===== src/rtl/attr_unpack_pkg.sv =====
package attr_unpack_pkg;
  localparam int COMP_W = 24;
  localparam int WORD_W = 32;

  typedef struct packed {
    logic [COMP_W-1:0] x;
    logic [COMP_W-1:0] y;
    logic [COMP_W-1:0] z;
    logic [COMP_W-1:0] w;
  } attr_vec_t;

  // Components arrive W first; fields straddle word edges.
  function automatic attr_vec_t unpack_words(input logic [WORD_W-1:0] a,
                                             input logic [WORD_W-1:0] b,
                                             input logic [WORD_W-1:0] c);
    attr_vec_t v;
    v.w = a[31:8];
    v.z = {a[7:0], b[31:16]};
    v.y = {b[15:0], c[31:24]};
    v.x = c[23:0];
    return v;
  endfunction
endpackage


===== src/rtl/attr_word_collector.sv =====
module attr_word_collector
  import attr_unpack_pkg::*;
(
  input  logic              clk_i,
  input  logic              rst_ni,
  input  logic              wr_en_i,
  input  logic [WORD_W-1:0] wr_data_i,
  output logic              vec_done_o,
  output attr_vec_t         vec_o
);
  localparam int WORDS = 3;
  localparam int CW    = $clog2(WORDS);
  localparam logic [CW-1:0] LAST_WORD = CW'(WORDS - 1);

  logic [CW-1:0]     cnt_q;
  logic [WORD_W-1:0] word0_q, word1_q;

  always_ff @(posedge clk_i or negedge rst_ni) begin
    if (!rst_ni) begin
      cnt_q   <= '0;
      word0_q <= '0;
      word1_q <= '0;
    end else if (wr_en_i) begin
      if (cnt_q == '0) word0_q <= wr_data_i;
      if (cnt_q == CW'(1)) word1_q <= wr_data_i;
      cnt_q <= (cnt_q == LAST_WORD) ? '0 : cnt_q + 1'b1;
    end
  end

  // Third word is taken straight from the bus.
  assign vec_done_o = wr_en_i && (cnt_q == LAST_WORD);
  assign vec_o      = unpack_words(word0_q, word1_q, wr_data_i);
endmodule


===== src/rtl/attr_default_store.sv =====
module attr_default_store
  import attr_unpack_pkg::*;
#(
  parameter int DEPTH = 15,
  parameter int AW    = 4
) (
  input  logic          clk_i,
  input  logic          rst_ni,
  input  logic          we_i,
  input  logic [AW-1:0] waddr_i,
  input  attr_vec_t     wdata_i,
  input  logic [AW-1:0] raddr_i,
  output attr_vec_t     rdata_o
);
  attr_vec_t mem_q [DEPTH];

  for (genvar e = 0; e < DEPTH; e++) begin : g_entry
    always_ff @(posedge clk_i or negedge rst_ni) begin
      if (!rst_ni) mem_q[e] <= '0;
      else if (we_i && waddr_i == AW'(e)) mem_q[e] <= wdata_i;
    end
  end

  always_comb begin
    rdata_o = '0;
    for (int e = 0; e < DEPTH; e++)
      if (raddr_i == AW'(e)) rdata_o = mem_q[e];
  end
endmodule


===== src/rtl/attr_imm_assembler.sv =====
module attr_imm_assembler
  import attr_unpack_pkg::*;
#(
  parameter int SLOTS = 16,
  parameter int SW    = 4
) (
  input  logic          clk_i,
  input  logic          rst_ni,
  input  logic          push_i,
  input  attr_vec_t     vec_i,
  input  logic [SW-1:0] max_i,
  input  logic [SW-1:0] rd_addr_i,
  output attr_vec_t     rd_data_o,
  output logic          ready_o
);
  logic [SW-1:0] slot_q;
  logic          ready_q;
  attr_vec_t     buf_q [SLOTS];

  always_ff @(posedge clk_i or negedge rst_ni) begin
    if (!rst_ni) begin
      slot_q  <= '0;
      ready_q <= 1'b0;
    end else begin
      ready_q <= 1'b0;
      if (push_i) begin
        if (slot_q < max_i) begin
          slot_q <= slot_q + 1'b1;
        end else begin
          slot_q  <= '0;
          ready_q <= 1'b1;
        end
      end
    end
  end

  for (genvar s = 0; s < SLOTS; s++) begin : g_slot
    always_ff @(posedge clk_i or negedge rst_ni) begin
      if (!rst_ni) buf_q[s] <= '0;
      else if (push_i && slot_q == SW'(s)) buf_q[s] <= vec_i;
    end
  end

  always_comb begin
    rd_data_o = '0;
    for (int s = 0; s < SLOTS; s++)
      if (rd_addr_i == SW'(s)) rd_data_o = buf_q[s];
  end

  assign ready_o = ready_q;
endmodule


===== src/rtl/attr_unpack.sv =====
module attr_unpack
  import attr_unpack_pkg::*;
#(
  parameter int NUM_SLOTS = 16,
  parameter int IMM_SLOTS = 16,
  localparam int AW    = $clog2(NUM_SLOTS),
  localparam int IDX_W = AW + 1,
  localparam int SW    = $clog2(IMM_SLOTS),
  localparam int VW    = 4 * COMP_W
) (
  input  logic              clk_i,
  input  logic              rst_ni,
  input  logic              wr_en_i,
  input  logic [WORD_W-1:0] wr_data_i,
  input  logic              idx_load_i,
  input  logic [IDX_W-1:0]  idx_load_val_i,
  input  logic [SW-1:0]     max_attr_i,
  input  logic [AW-1:0]     rd_addr_i,
  output logic [VW-1:0]     rd_data_o,
  input  logic [SW-1:0]     imm_rd_addr_i,
  output logic [VW-1:0]     imm_rd_data_o,
  output logic [IDX_W-1:0]  idx_o,
  output logic              err_o,
  output logic              vtx_ready_o
);
  localparam logic [IDX_W-1:0] LAST_IDX = IDX_W'(NUM_SLOTS - 1);

  logic       vec_done;
  attr_vec_t  vec;
  attr_vec_t  store_rd, imm_rd;
  logic [IDX_W-1:0] idx_q;
  logic       err_q;
  logic       to_store, to_imm, to_bad;

  attr_word_collector u_collect (
    .clk_i      (clk_i),
    .rst_ni     (rst_ni),
    .wr_en_i    (wr_en_i),
    .wr_data_i  (wr_data_i),
    .vec_done_o (vec_done),
    .vec_o      (vec)
  );

  assign to_store = vec_done && (idx_q <  LAST_IDX);
  assign to_imm   = vec_done && (idx_q == LAST_IDX);
  assign to_bad   = vec_done && (idx_q >  LAST_IDX);

  always_ff @(posedge clk_i or negedge rst_ni) begin
    if (!rst_ni) begin
      idx_q <= '0;
      err_q <= 1'b0;
    end else begin
      if (idx_load_i)    idx_q <= idx_load_val_i;
      else if (to_store) idx_q <= idx_q + 1'b1;
      if (to_bad) err_q <= 1'b1;
    end
  end

  attr_default_store #(.DEPTH(NUM_SLOTS - 1), .AW(AW)) u_store (
    .clk_i   (clk_i),
    .rst_ni  (rst_ni),
    .we_i    (to_store),
    .waddr_i (idx_q[AW-1:0]),
    .wdata_i (vec),
    .raddr_i (rd_addr_i),
    .rdata_o (store_rd)
  );

  attr_imm_assembler #(.SLOTS(IMM_SLOTS), .SW(SW)) u_imm (
    .clk_i     (clk_i),
    .rst_ni    (rst_ni),
    .push_i    (to_imm),
    .vec_i     (vec),
    .max_i     (max_attr_i),
    .rd_addr_i (imm_rd_addr_i),
    .rd_data_o (imm_rd),
    .ready_o   (vtx_ready_o)
  );

  assign rd_data_o     = store_rd;
  assign imm_rd_data_o = imm_rd;
  assign idx_o         = idx_q;
  assign err_o         = err_q;
endmodule


===== config.mk =====
export PLATFORM = sky130hd
export DESIGN_NAME = attr_unpack
export DESIGN_NICKNAME = d
export VERILOG_FILES = /design/src/rtl/attr_unpack_pkg.sv /design/src/rtl/attr_word_collector.sv /design/src/rtl/attr_default_store.sv /design/src/rtl/attr_imm_assembler.sv /design/src/rtl/attr_unpack.sv
export SDC_FILE = /design/constraint.sdc
export NUM_CORES = 2
export LEC_CHECK = 0
export CORE_MARGIN = 2
export CORE_UTILIZATION = 50
export CTS_CLUSTER_DIAMETER = 50
export DETAILED_ROUTE_END_ITERATION = 6
export PLACE_DENSITY_LB_ADDON = 0.15
export SLEW_MARGIN = 20
export SYNTH_ARGS = -nofsm -noshare
export SYNTH_HDL_FRONTEND = slang
export SYNTH_SLANG_ARGS = --single-unit

===== constraint.sdc =====
create_clock -name clk_i -period 3.9 [get_ports clk_i]
set_clock_uncertainty 0.15 [all_clocks]
set_input_delay 0.39 -clock clk_i [delete_from_list [all_inputs] [get_ports clk_i]]
set_output_delay 0.39 -clock clk_i [all_outputs]
set_load 0.05 [all_outputs]

==> out/summary.md <==
The tools report the total I/O pin count as 252. After detailed routing, the average wire length per cell comes to 31.8 um. The average cell area after synthesis was 12.9 um^2; the total of flip-flops plus latches after synthesis was 3053. The global placer's final weighted congestion was 0.900; the post-synth design cell area was 142000 um^2. After detailed routing, the number of remaining DRC violations is 0. The area added between synthesis and finish came out at 17.1%.

The final period utilization is 102%. Fill cells in the final layout number 22200. The tools report the via count of the first global-routing pass as 104000.

The final sum of negative setup slack is -63.4 ps. For the CTS buffer count, the log shows 378. The run gives 7 as the detailed-routing iteration count for the pre-antenna-repair pass.

For the area of the core, the log shows 283000 um^2. The detail-routed via count per cell works out to 6.57. During placement, the flow inserted port buffers numbering 251. The final net count is 11300, and the leakage power of the design is 81.4 nW. In this run the power density over the cells is 547 nW/um^2. The number of cells on the worst reg-to-reg path is 8. The violation count after the first detailed-route iteration was 10500; the largest net degree at the start of global routing was 181.

dfrtp_1 takes more of the synthesized area than any other cell. STA classifies the critical path endpoint as an output pin. The netlist uses 89 different library cells.

The setup path with the least slack is of type primary input to output pin. TritonCTS built the clock tree. The later pin in the worst-skew pair is clocked with a latency of 960 ps. In this run the cell area measured after placement is 153000 um^2. The number of buffers between clock root and the deepest sink was 4; the post-layout minimum cycle time was 3960 ps. For the total overflow reported by the global router, the log shows 0. Class of the tightest hold or removal check: primary input to register. At the pin with the least slew margin, the transition time is 1190 ps.

The tools report the number of slew-limit violations in the final report as 0. The final critical-path setup slack came out at -63.4 ps. The H-tree was split into 5 levels.

The vias after detailed routing is 101000, and the required time reported for the critical path endpoint is 3360 ps. Number of standard-cell rows in the floorplan: 195. Measured along the y axis, the die boundary spans 538 um. Counting instances, the worst hold path has a depth of 2.

For the worst setup path, the data arrival time is 3420 ps. The root buffer cell chosen for the clock tree is clkbuf_16. For the final instance area, the log shows 167000 um^2.

The number of endpoints with negative hold slack in the final report is 0. The final setup violation count is 1. The residual antenna-violating net count after detailed routing is 0, and the post-synthesis async set-or-reset flop share is 100%. In the synthesized netlist the dominant register cell turns out to be dfrtp_1. Setup repair after global routing left no endpoint under its margin. The largest fanout of any net on the critical path works out to 50. The post-synthesis net count is 11200. For this design, the sink count on the clock tree is 3053. By area the synthesized netlist is led by dfrtp_1, mux2_2, o21ai_0, mux2i_1, clkbuf_1. For the die footprint, the log shows 289000 um^2. Yosys printed 0 warnings. Number of maximum-capacitance constraint violations: 0. The initial antenna violation count came out at 27. The final HPWL from detailed placement is 301000 um. In the post-synthesis netlist, the cell with the most instances is mux2_2.

Summing all multi-input logic gate instances after layout gives 61100 um^2. The area share of the largest cell type after synthesis was 53.6%. After synthesis, the most frequently instantiated cells are mux2_2, dfrtp_1, clkbuf_1, o21ai_0, nand2_1.

After clock tree synthesis, the clock-pin slew on the worst setup and hold paths is 60 ps. Based on the critical path, the design can be clocked at up to 252 MHz. The worst pin sits at a relative slew slack of 20.6%. Registers take 76400 um^2. IR analysis of the VDD net gives a maximum drop of 350 uV. The synthesized netlist cell count was 11100. In the global route stage, overall resource usage came out at 33.3%. The worst slack at placement was 45.0 ps. The final reports fail on negative setup slack. The fraction of final layout cells with drive strength greater than 1 is 42.9%, and the first-pass GRT wire length is 713000 um. For this block, the routed nets add up to 487000 um of wire. Startpoint type of the worst setup path: a primary input. The flow ran to the end, but the final reports show violations. The initial utilization of the core area, before any placement, comes to 50.4%. In this run the post-CTS setup repair buffer count came out at 0.

The sequential element share of the synthesized area was 53.6%; the x dimension of the die was 538 um. The number of enable-type register cells in the synthesized netlist is 0.
==> layout by cell type, fill, tap and decap left out, drive strengths merged, types with 52 or more instances in the layout <==
cell | synthesis | layout
a21oi | 426 | 426
a221oi | 78 | 78
a222oi | 52 | 52
a22oi | 174 | 174
a2bb2oi | 87 | 87
buf | 546 | 904
bufinv | 0 | 56
clkbuf | 621 | 487
clkinv | 1 | 93
dfrtp | 3053 | 3053
inv | 33 | 61
mux2 | 3228 | 3228
mux2i | 290 | 290
mux4 | 79 | 79
nand2 | 475 | 475
nand3 | 57 | 57
nor2 | 194 | 194
o211ai | 112 | 112
o21ai | 598 | 598
o221ai | 101 | 101
o22ai | 290 | 290
==> state kept, by name, indices dropped and copies added (netlist names) <==
register	flops
u_imm.buf_q	1536
idx_o	5
u_collect.cnt_q	2
err_o	1
u_collect.word0_q	32
u_imm.slot_q	4
u_collect.word1_q	32
u_store.mem_q	1440
u_imm.ready_o	1
==> cell type report <==
class                           instances  area share (%)
Tap cell                             3743            2.81
Clock inverter                        209            1.79
Antenna cell                           12          0.0180
Timing Repair Buffer                  941            6.61
Inverter                               34          0.0795
Multi-Input combinational cell       6832            36.6
Sequential cell                      3053            45.8
Clock buffer                          486            6.28
==> repair_timing <==
item,CTS,global route
endpoints found under the hold margin,995,0
resized for setup,0,1
endpoints found under the setup margin,0,1
hold buffers,8,0
==> layer usage <==
metal / global-route usage, % / vias up / wire length, um / share of wire, %
li1: - / 41300 / - / -
met1: 45.1 / 53600 / 200000 / 41
met2: 52.7 / 4589 / 225000 / 46
met3: 5.49 / 1161 / 37100 / 7.6
met4: 15.3 / 6 / 24400 / 5.0
met5: 0 / - / 43 / 0.0088
==> critical path, cell delays in order <==
cell and delay [ps]:
buf_4 240, buf_12 280, or2_2 510, nor2_1 480, a21oi_1 160, a31oi_1 890
buf_4 270, buf_12 130
==> report_power, final <==
group / internal (mW) / switching [mW]
clock: 22.9 / 14.6
sequential: 35.4 / 4.24
combinational: 5.98 / 8.11
==> through the flow <==
step | utilization (%) | hold slack, ps | power (mW) | instances
after floorplan | - | -55.6 | 46.7 | 11100
after global placement | 54.2 | 292 | 53.2 | 14600
after detailed placement | 54.2 | 281 | 53.9 | 14600
after CTS | 59.0 | 2.60 | 91.3 | 15300
after global routing | 59.0 | 71.4 | 94.2 | 15300
final | 59.0 | 64.6 | 91.2 | 15300
==> path summary, 6_finish.rpt <==
path / start / end / slack (ps)
max: rd_addr_i[2] / rd_data_o[54] / -60
min: wr_data_i[11] / u_store.mem_q[659] / 60
max reg2reg: idx_o[0] / u_imm.buf_q[1271] / 410
min reg2reg: err_o / err_o / 330
max in group asynchronous: rst_ni / u_collect.word1_q[15] / 2240
min in group asynchronous: rst_ni / u_store.mem_q[923] / 340
==> cell families after synthesis <==
| group | synth area share [%] |
|---|---|
| multiplexers | 28.9 |
| flip-flops | 53.6 |
| AO/OA/AOI/OAI | 10.6 |
| buffers and inverters | 3.80 |
| AND/OR/NAND/NOR | 2.98 |
| adder cells (fa/ha/maj) | 0.105 |
| XOR/XNOR | 0.0123 |
(Power assumes the default switching activity.)
